[src/rtl/frc_pkg.sv]
package frc_pkg;

  typedef enum logic [1:0] {
    RM_NEAR = 2'b00,
    RM_DOWN = 2'b01,
    RM_UP   = 2'b10,
    RM_ZERO = 2'b11
  } rmode_e;

  typedef enum logic [2:0] {
    CL_NAN      = 3'd0,
    CL_INF      = 3'd1,
    CL_INTEGRAL = 3'd2,
    CL_ZERO     = 3'd3,
    CL_SUBN     = 3'd4,
    CL_TINY     = 3'd5,
    CL_MIXED    = 3'd6
  } opclass_e;

  typedef struct packed {
    logic invalid;
    logic denormal;
    logic underflow;
    logic inexact;
  } fflags_t;

endpackage

[src/rtl/frc_classify.sv]
module frc_classify
  import frc_pkg::*;
#(
  parameter int EXP_W = 8,
  parameter int MAN_W = 23
) (
  input  logic [EXP_W+MAN_W:0] operand,
  output logic                 sign,
  output logic [EXP_W-1:0]     expo,
  output logic [MAN_W-1:0]     man,
  output opclass_e             cls
);
  localparam int BIAS = (1 << (EXP_W - 1)) - 1;
  localparam logic [EXP_W-1:0] EXP_ONE = EXP_W'(BIAS);
  localparam logic [EXP_W-1:0] EXP_INT = EXP_W'(BIAS + MAN_W);
  localparam logic [EXP_W-1:0] EXP_TOP = '1;

  assign sign = operand[EXP_W+MAN_W];
  assign expo = operand[EXP_W+MAN_W-1:MAN_W];
  assign man  = operand[MAN_W-1:0];

  always_comb begin
    if (expo == EXP_TOP)      cls = (man != '0) ? CL_NAN : CL_INF;
    else if (expo >= EXP_INT) cls = CL_INTEGRAL;
    else if (expo == '0)      cls = (man != '0) ? CL_SUBN : CL_ZERO;
    else if (expo < EXP_ONE)  cls = CL_TINY;
    else                      cls = CL_MIXED;
  end
endmodule

[src/rtl/frc_remainder.sv]
module frc_remainder #(
  parameter int EXP_W = 8,
  parameter int MAN_W = 23
) (
  input  logic [EXP_W-1:0] expo,
  input  logic [MAN_W-1:0] man,
  output logic [MAN_W-1:0] rem
);
  localparam int BIAS = (1 << (EXP_W - 1)) - 1;

  // Mantissa bit i carries weight 2^(expo-BIAS-MAN_W+i); it is fractional
  // exactly when expo < BIAS+MAN_W-i, so each bit gets a constant compare.
  for (genvar i = 0; i < MAN_W; i++) begin : g_keep
    localparam logic [EXP_W-1:0] CUT = EXP_W'(BIAS + MAN_W - i);
    assign rem[i] = man[i] & (expo < CUT);
  end
endmodule

[src/rtl/frc_lzc.sv]
module frc_lzc #(
  parameter int W = 23,
  localparam int CW = $clog2(W + 1)
) (
  input  logic [W-1:0]  vec,
  output logic [CW-1:0] lz,
  output logic          zero
);
  always_comb begin
    lz = CW'(W);
    for (int i = 0; i < W; i++) begin
      if (vec[i]) lz = CW'(W - 1 - i);
    end
  end

  assign zero = ~|vec;
endmodule

[src/rtl/frc_normalize.sv]
module frc_normalize #(
  parameter int EXP_W = 8,
  parameter int MAN_W = 23
) (
  input  logic [EXP_W-1:0] expo,
  input  logic [MAN_W-1:0] rem,
  output logic [EXP_W-1:0] n_exp,
  output logic [MAN_W-1:0] n_man,
  output logic             is_zero
);
  localparam int CW = $clog2(MAN_W + 1);

  logic [CW-1:0]    lz;
  logic [MAN_W-1:0] stage [CW+1];

  frc_lzc #(.W(MAN_W)) u_lzc (
    .vec  (rem),
    .lz   (lz),
    .zero (is_zero)
  );

  assign stage[0] = rem;
  for (genvar k = 0; k < CW; k++) begin : g_shift
    assign stage[k+1] = lz[k] ? (stage[k] << (1 << k)) : stage[k];
  end

  // Leading one now sits in the MSB; it becomes the hidden bit.
  assign n_man = {stage[CW][MAN_W-2:0], 1'b0};
  assign n_exp = expo - EXP_W'(lz) - EXP_W'(1);
endmodule

[src/rtl/frc_unit.sv]
module frc_unit
  import frc_pkg::*;
#(
  parameter int EXP_W = 8,
  parameter int MAN_W = 23,
  localparam int W = 1 + EXP_W + MAN_W
) (
  input  logic         clk,
  input  logic         rst,
  input  logic         in_valid,
  input  logic [W-1:0] in_operand,
  input  logic [1:0]   in_rmode,
  input  logic         in_daz,
  input  logic         in_ftz,
  input  logic         in_unf_mask,
  output logic         out_valid,
  output logic [W-1:0] out_result,
  output logic         out_invalid,
  output logic         out_denormal,
  output logic         out_underflow,
  output logic         out_inexact
);
  localparam int BIAS = (1 << (EXP_W - 1)) - 1;
  localparam logic [EXP_W-1:0] EXP_ONE = EXP_W'(BIAS);
  localparam logic [EXP_W-1:0] EXP_INT = EXP_W'(BIAS + MAN_W);
  localparam logic [EXP_W-1:0] EXP_TOP = '1;
  localparam logic [W-1:0] DEF_NAN = {1'b1, EXP_TOP, 1'b1, {(MAN_W-1){1'b0}}};

  logic             sign;
  logic [EXP_W-1:0] expo;
  logic [MAN_W-1:0] man;
  opclass_e         cls;
  logic [MAN_W-1:0] rem;
  logic [EXP_W-1:0] n_exp;
  logic [MAN_W-1:0] n_man;
  logic             rem_zero;
  logic [W-1:0]     res_d;
  fflags_t          flg_d;
  logic [W-1:0]     rd_zero;

  frc_classify #(.EXP_W(EXP_W), .MAN_W(MAN_W)) u_cls (
    .operand (in_operand),
    .sign    (sign),
    .expo    (expo),
    .man     (man),
    .cls     (cls)
  );

  frc_remainder #(.EXP_W(EXP_W), .MAN_W(MAN_W)) u_rem (
    .expo (expo),
    .man  (man),
    .rem  (rem)
  );

  frc_normalize #(.EXP_W(EXP_W), .MAN_W(MAN_W)) u_norm (
    .expo    (expo),
    .rem     (rem),
    .n_exp   (n_exp),
    .n_man   (n_man),
    .is_zero (rem_zero)
  );

  assign rd_zero = {(rmode_e'(in_rmode) == RM_DOWN), {(W-1){1'b0}}};

  always_comb begin
    flg_d = '0;
    res_d = in_operand;
    unique case (cls)
      CL_NAN: begin
        res_d = {sign, EXP_TOP, 1'b1, man[MAN_W-2:0]};
        flg_d.invalid = ~man[MAN_W-1];
      end
      CL_INF: begin
        res_d = DEF_NAN;
        flg_d.invalid = 1'b1;
      end
      CL_INTEGRAL, CL_ZERO: res_d = rd_zero;
      CL_TINY:              res_d = in_operand;
      CL_SUBN: begin
        if (in_daz) begin
          res_d = rd_zero;
        end else begin
          flg_d.denormal  = 1'b1;
          flg_d.underflow = ~in_unf_mask;
          if (in_ftz) begin
            flg_d.underflow = 1'b1;
            flg_d.inexact   = 1'b1;
            res_d = {sign, {(W-1){1'b0}}};
          end
        end
      end
      CL_MIXED: res_d = rem_zero ? rd_zero : {sign, n_exp, n_man};
      default:  res_d = in_operand;
    endcase
  end

  always_ff @(posedge clk) begin
    if (rst) begin
      out_valid     <= 1'b0;
      out_result    <= '0;
      out_invalid   <= 1'b0;
      out_denormal  <= 1'b0;
      out_underflow <= 1'b0;
      out_inexact   <= 1'b0;
    end else begin
      out_valid <= in_valid;
      if (in_valid) begin
        out_result    <= res_d;
        out_invalid   <= flg_d.invalid;
        out_denormal  <= flg_d.denormal;
        out_underflow <= flg_d.underflow;
        out_inexact   <= flg_d.inexact;
      end
    end
  end

  AST_NAN_QUIETED: assert property (@(posedge clk) disable iff (rst)
    (in_valid && in_operand[W-2:MAN_W] == EXP_TOP && in_operand[MAN_W-1:0] != '0)
    |=> (out_result[W-2:MAN_W-1] == {EXP_TOP, 1'b1}
         && out_result[MAN_W-2:0] == $past(in_operand[MAN_W-2:0])));

  AST_INF_DEFAULT_NAN: assert property (@(posedge clk) disable iff (rst)
    (in_valid && in_operand[W-2:MAN_W] == EXP_TOP && in_operand[MAN_W-1:0] == '0)
    |=> (out_invalid && out_result == DEF_NAN));

  AST_INTEGRAL_ZERO: assert property (@(posedge clk) disable iff (rst)
    (in_valid && in_operand[W-2:MAN_W] >= EXP_INT && in_operand[W-2:MAN_W] != EXP_TOP)
    |=> (out_result[W-2:0] == '0 && out_result[W-1] == ($past(in_rmode) == 2'b01)));

  AST_NORMAL_NO_SUBN_FLAGS: assert property (@(posedge clk) disable iff (rst)
    (in_valid && in_operand[W-2:MAN_W] != '0)
    |=> (!out_denormal && !out_underflow && !out_inexact));

  AST_FRAC_BELOW_ONE: assert property (@(posedge clk) disable iff (rst)
    (in_valid && in_operand[W-2:MAN_W] >= EXP_ONE && in_operand[W-2:MAN_W] < EXP_INT)
    |=> (out_result[W-2:MAN_W] < EXP_ONE));

  AST_OUT_VALID_TIMING: assert property (@(posedge clk) disable iff (rst)
    $rose(out_valid) |-> $past(in_valid));
endmodule

[config.mk]
export PLATFORM = sky130hd
export DESIGN_NAME = frc_unit
export DESIGN_NICKNAME = d
export VERILOG_FILES = /design/src/rtl/frc_pkg.sv /design/src/rtl/frc_classify.sv /design/src/rtl/frc_remainder.sv /design/src/rtl/frc_lzc.sv /design/src/rtl/frc_normalize.sv /design/src/rtl/frc_unit.sv
export SDC_FILE = /design/constraint.sdc
export NUM_CORES = 1
export LEC_CHECK = 0
export CAP_MARGIN = 20
export CORE_MARGIN = 1.5
export CORE_UTILIZATION = 48
export CTS_CLUSTER_SIZE = 12
export DETAILED_ROUTE_END_ITERATION = 6
export GPL_TIMING_DRIVEN = 0
export PLACE_DENSITY = 0.77
export SYNTH_ARGS = -nofsm -noshare
export SYNTH_HDL_FRONTEND = slang
export SYNTH_SLANG_ARGS = --single-unit
[constraint.sdc]
create_clock -name clk -period 5 [get_ports clk]
set_input_delay 1.25 -clock clk [delete_from_list [all_inputs] [get_ports clk]]
set_output_delay 1.25 -clock clk [all_outputs]
set_load 0.02 [all_outputs]
==> run summary <==
status: complete, but fails checks
failing checks: DRC
Setup TNS: 0 ns
largest family of logic cells by synthesized area: compound AO/OA/AOI/OAI gates
Routed WL: 17.27 mm
Antenna Diode Count: 0
CP Launch Type: input port
Synth Area in Compound Gates: 0.4251
worst vdd ir: 0.1394 mV
Warnings, synthesis: 0
most area-hungry cell type in the Yosys netlist: dfxtp_1
Ports: 77
CTS tree: yes
global-route wire length before repair: 26.04 mm
Place WS: -1.069 ns
initial drt markers: 608
number of enable flip-flop cells after synthesis: 0
Final period util: 0.9791
Worst Path Required: 5.20 ns
DRC violations left: 4
multiplexer share of the synthesized area: 0.02865
Core Region: 8134 um2
Port Buffers: 75
clock root buffer: clkbuf_8
CP endpoint kind: register
Syn-to-layout area delta: 32.75%
DP Cell Count: 739
Post-Synth Adder-Cell Area: 0.02078
Post-DRT Antenna Nets: 0
initial core utilization: 0.4885
routed vias: 5263
vias per cell: 6.925
Die Area: 8833 um2
Area contributors post-synth: dfxtp_1 (19%), nor2_1 (5.7%), a21oi_1 (5.2%)
Avg Synthesized Cell Area: 7.109 um2
Clock Latency Late Sink: 0.28 ns
share of layout cells above drive strength 1: 0.1481
CP max stage delay: 0.65 ns
Cell Count, Final, Fillers Out: 760
top cell type's share of synthesized area: 0.1864
total clock sinks: 37
Worst Skew: 0 ns
worst path cell trace: clkdlybuf4s50_1 -> buf_4 -> or4b_2 -> o311ai_4 -> and3_4 -> o21ai_1 -> a21oi_2 -> nor2_1 -> inv_2 -> buf_6 -> ha_1 -> a21o_1 -> a21oi_2 -> nor2b_1 -> nor4b_2 -> o22ai_1 -> a211oi_1
Cell Area, Synth: 3974 um2
Hold WC Path Type: reg2reg
Final nets: 700
Overflow after GRT: 0
Synth cell types: 84
simple-gate area share of the yosys netlist: 0.2689
drt pass-1 iters: 7
dpl hpwl: 13.50 mm
most frequent CP cell: a21oi_2
Post-Synth XOR/XNOR Area: 0.01102
setup ws final: 0.1043 ns
final setup violation count: 0
synth cell count leaders: nor2_1 (60), a21oi_1 (41), nand2_1 (40)
CP Class: in2reg
max-cap check violation count: 0
# hold bufs at CTS: 0
All-Layer GR Usage: 0.3856
leakage dissipation: 0.001874 uW
Net Count, Synth: 605
crit path time final: 4.896 ns
asr flop ratio synth: 0
H-tree levels: 2
crit-path max FO: 10
power density over the cells: 222.9 nW/um2
vias in the first global route: 4789
die width: 93.99 um
dominant synthesized flop cell: dfxtp_1
Post-Syn Instances: 559
Fin. Hold Viols: 0
WP data arrival: 5.10 ns
worst slew pin tran: 0.7510 ns
Routed WL per cell: 22.72 um
Max clock buf depth: 2
sum of buffers and inverters on the critical path: 4
Worst path slowest cell: or4b_2
row cnt: 33
family with the most delay on the worst path: compound AO/OA/AOI/OAI gates
max-slew violation count: 0
largest net degree at the start of global routing: 21
clock-pin slew on the worst setup and hold paths: 0.07 ns
CTS buffer count: 5
sequential area share after synthesis: 0.1864
RePlAce Congestion: 0.9847
Seq cells post-synth: 37
most instantiated library cell after synthesis: nor2_1
fmax: 0.2043 GHz
initial antenna violation count: 0
Die Y: 93.99 um
Rel. slew slack: 0.4947
power breakdown:
part	internal, uW	switching [uW]
Clock	96.7	110
Combinational	246	397
Sequential	315	10.4
flip-flops by register name, summed over array words and instances (netlist names):
register	count
out_invalid	1
out_inexact	1
out_valid	1
out_denormal	1
out_result	32
out_underflow	1
timing repair:
action	4_1_cts	5_1_grt
gates resized for setup	46	28
pin swaps	7	9
setup buffers	6	9
setup endpoints to repair	15	19
through the flow:
step | hold WS (ns) | cell area (um2) | total power (uW) | util
final | 0.4707 | 5275 | 1176 | 0.6485
after global routing | 0.4937 | 5275 | 1217 | 0.6485
after CTS | 0.4733 | 5132 | 1127 | 0.6310
after detailed placement | 0.4627 | 4856 | 902.7 | 0.5970
after global placement | 0.4566 | 4856 | 898.9 | 0.5970
after floorplan | 0.5436 | 3974 | 694.3 | -
area by class of cell:
cell class	instances	area (um2)
plain buffers	42	242.7
clock buffers	6	72.57
clock inverters	2	10.01
fillers	725	2859
inverters	11	43.79
multi-input cells	467	3172
flip-flops and latches	37	740.7
well taps	105	131.4
repair buffers	90	862.1
per-layer routing:
metal | share of wire | wire length [um] | GRT usage | vias to the layer above
li1 | - | - | - | 2359
met1 | 0.39 | 6821 | 0.5000 | 2466
met2 | 0.44 | 7675 | 0.6093 | 361
met3 | 0.11 | 1904 | 0.06634 | 77
met4 | 0.050 | 867 | 0.2002 | 0
met5 | 0 | 0 | 0 | -
cell families after synthesis:
logic type,after synthesis
multiplexers,10
flip-flops,37
XOR/XNOR,5
AND/OR/NAND/NOR,214
AO/OA/AOI/OAI,232
buffers and inverters,55
adder cells (fa/ha/maj),6
path summary, 6_finish.rpt:
path             startpoint              to  slack [ns]  cells after the start
max          in_operand[29]  out_result[29]        0.10                     17
min             out_invalid     out_invalid        0.47                      2
max reg2reg  out_result[22]  out_result[22]        4.00                      5
min reg2reg     out_invalid     out_invalid        0.47                      2
tightest hold or removal path, stage by stage (launching register included):
cell and delay [ns]:
dfxtp_1 0.31, nand2b_1 0.06, a21oi_1 0.05
cell usage in the layout (no fill, tap or decap), types with 5 or more instances in the layout:
cell	instances
clkdlybuf4s50_1	71
nor2_1	60
nand2_1	40
dfxtp_1	37
a21oi_1	35
nor3_1	29
o21ai_0	25
clkbuf_1	20
buf_4	19
nand3_1	19
a31oi_1	15
nand2b_1	13
o211ai_1	11
a211oi_1	11
o22ai_1	11
nor2b_1	10
o21a_1	9
a21o_1	9
inv_1	8
o21ai_1	8
mux2i_1	8
a22oi_1	7
buf_6	6
o31a_1	6
a21oi_2	6
nor4_1	6
buf_2	5
o31ai_1	5
nand4_1	5
a221oi_1	5
clkbuf_8	5
No activity file was read; power rests on OpenSTA's default activity.
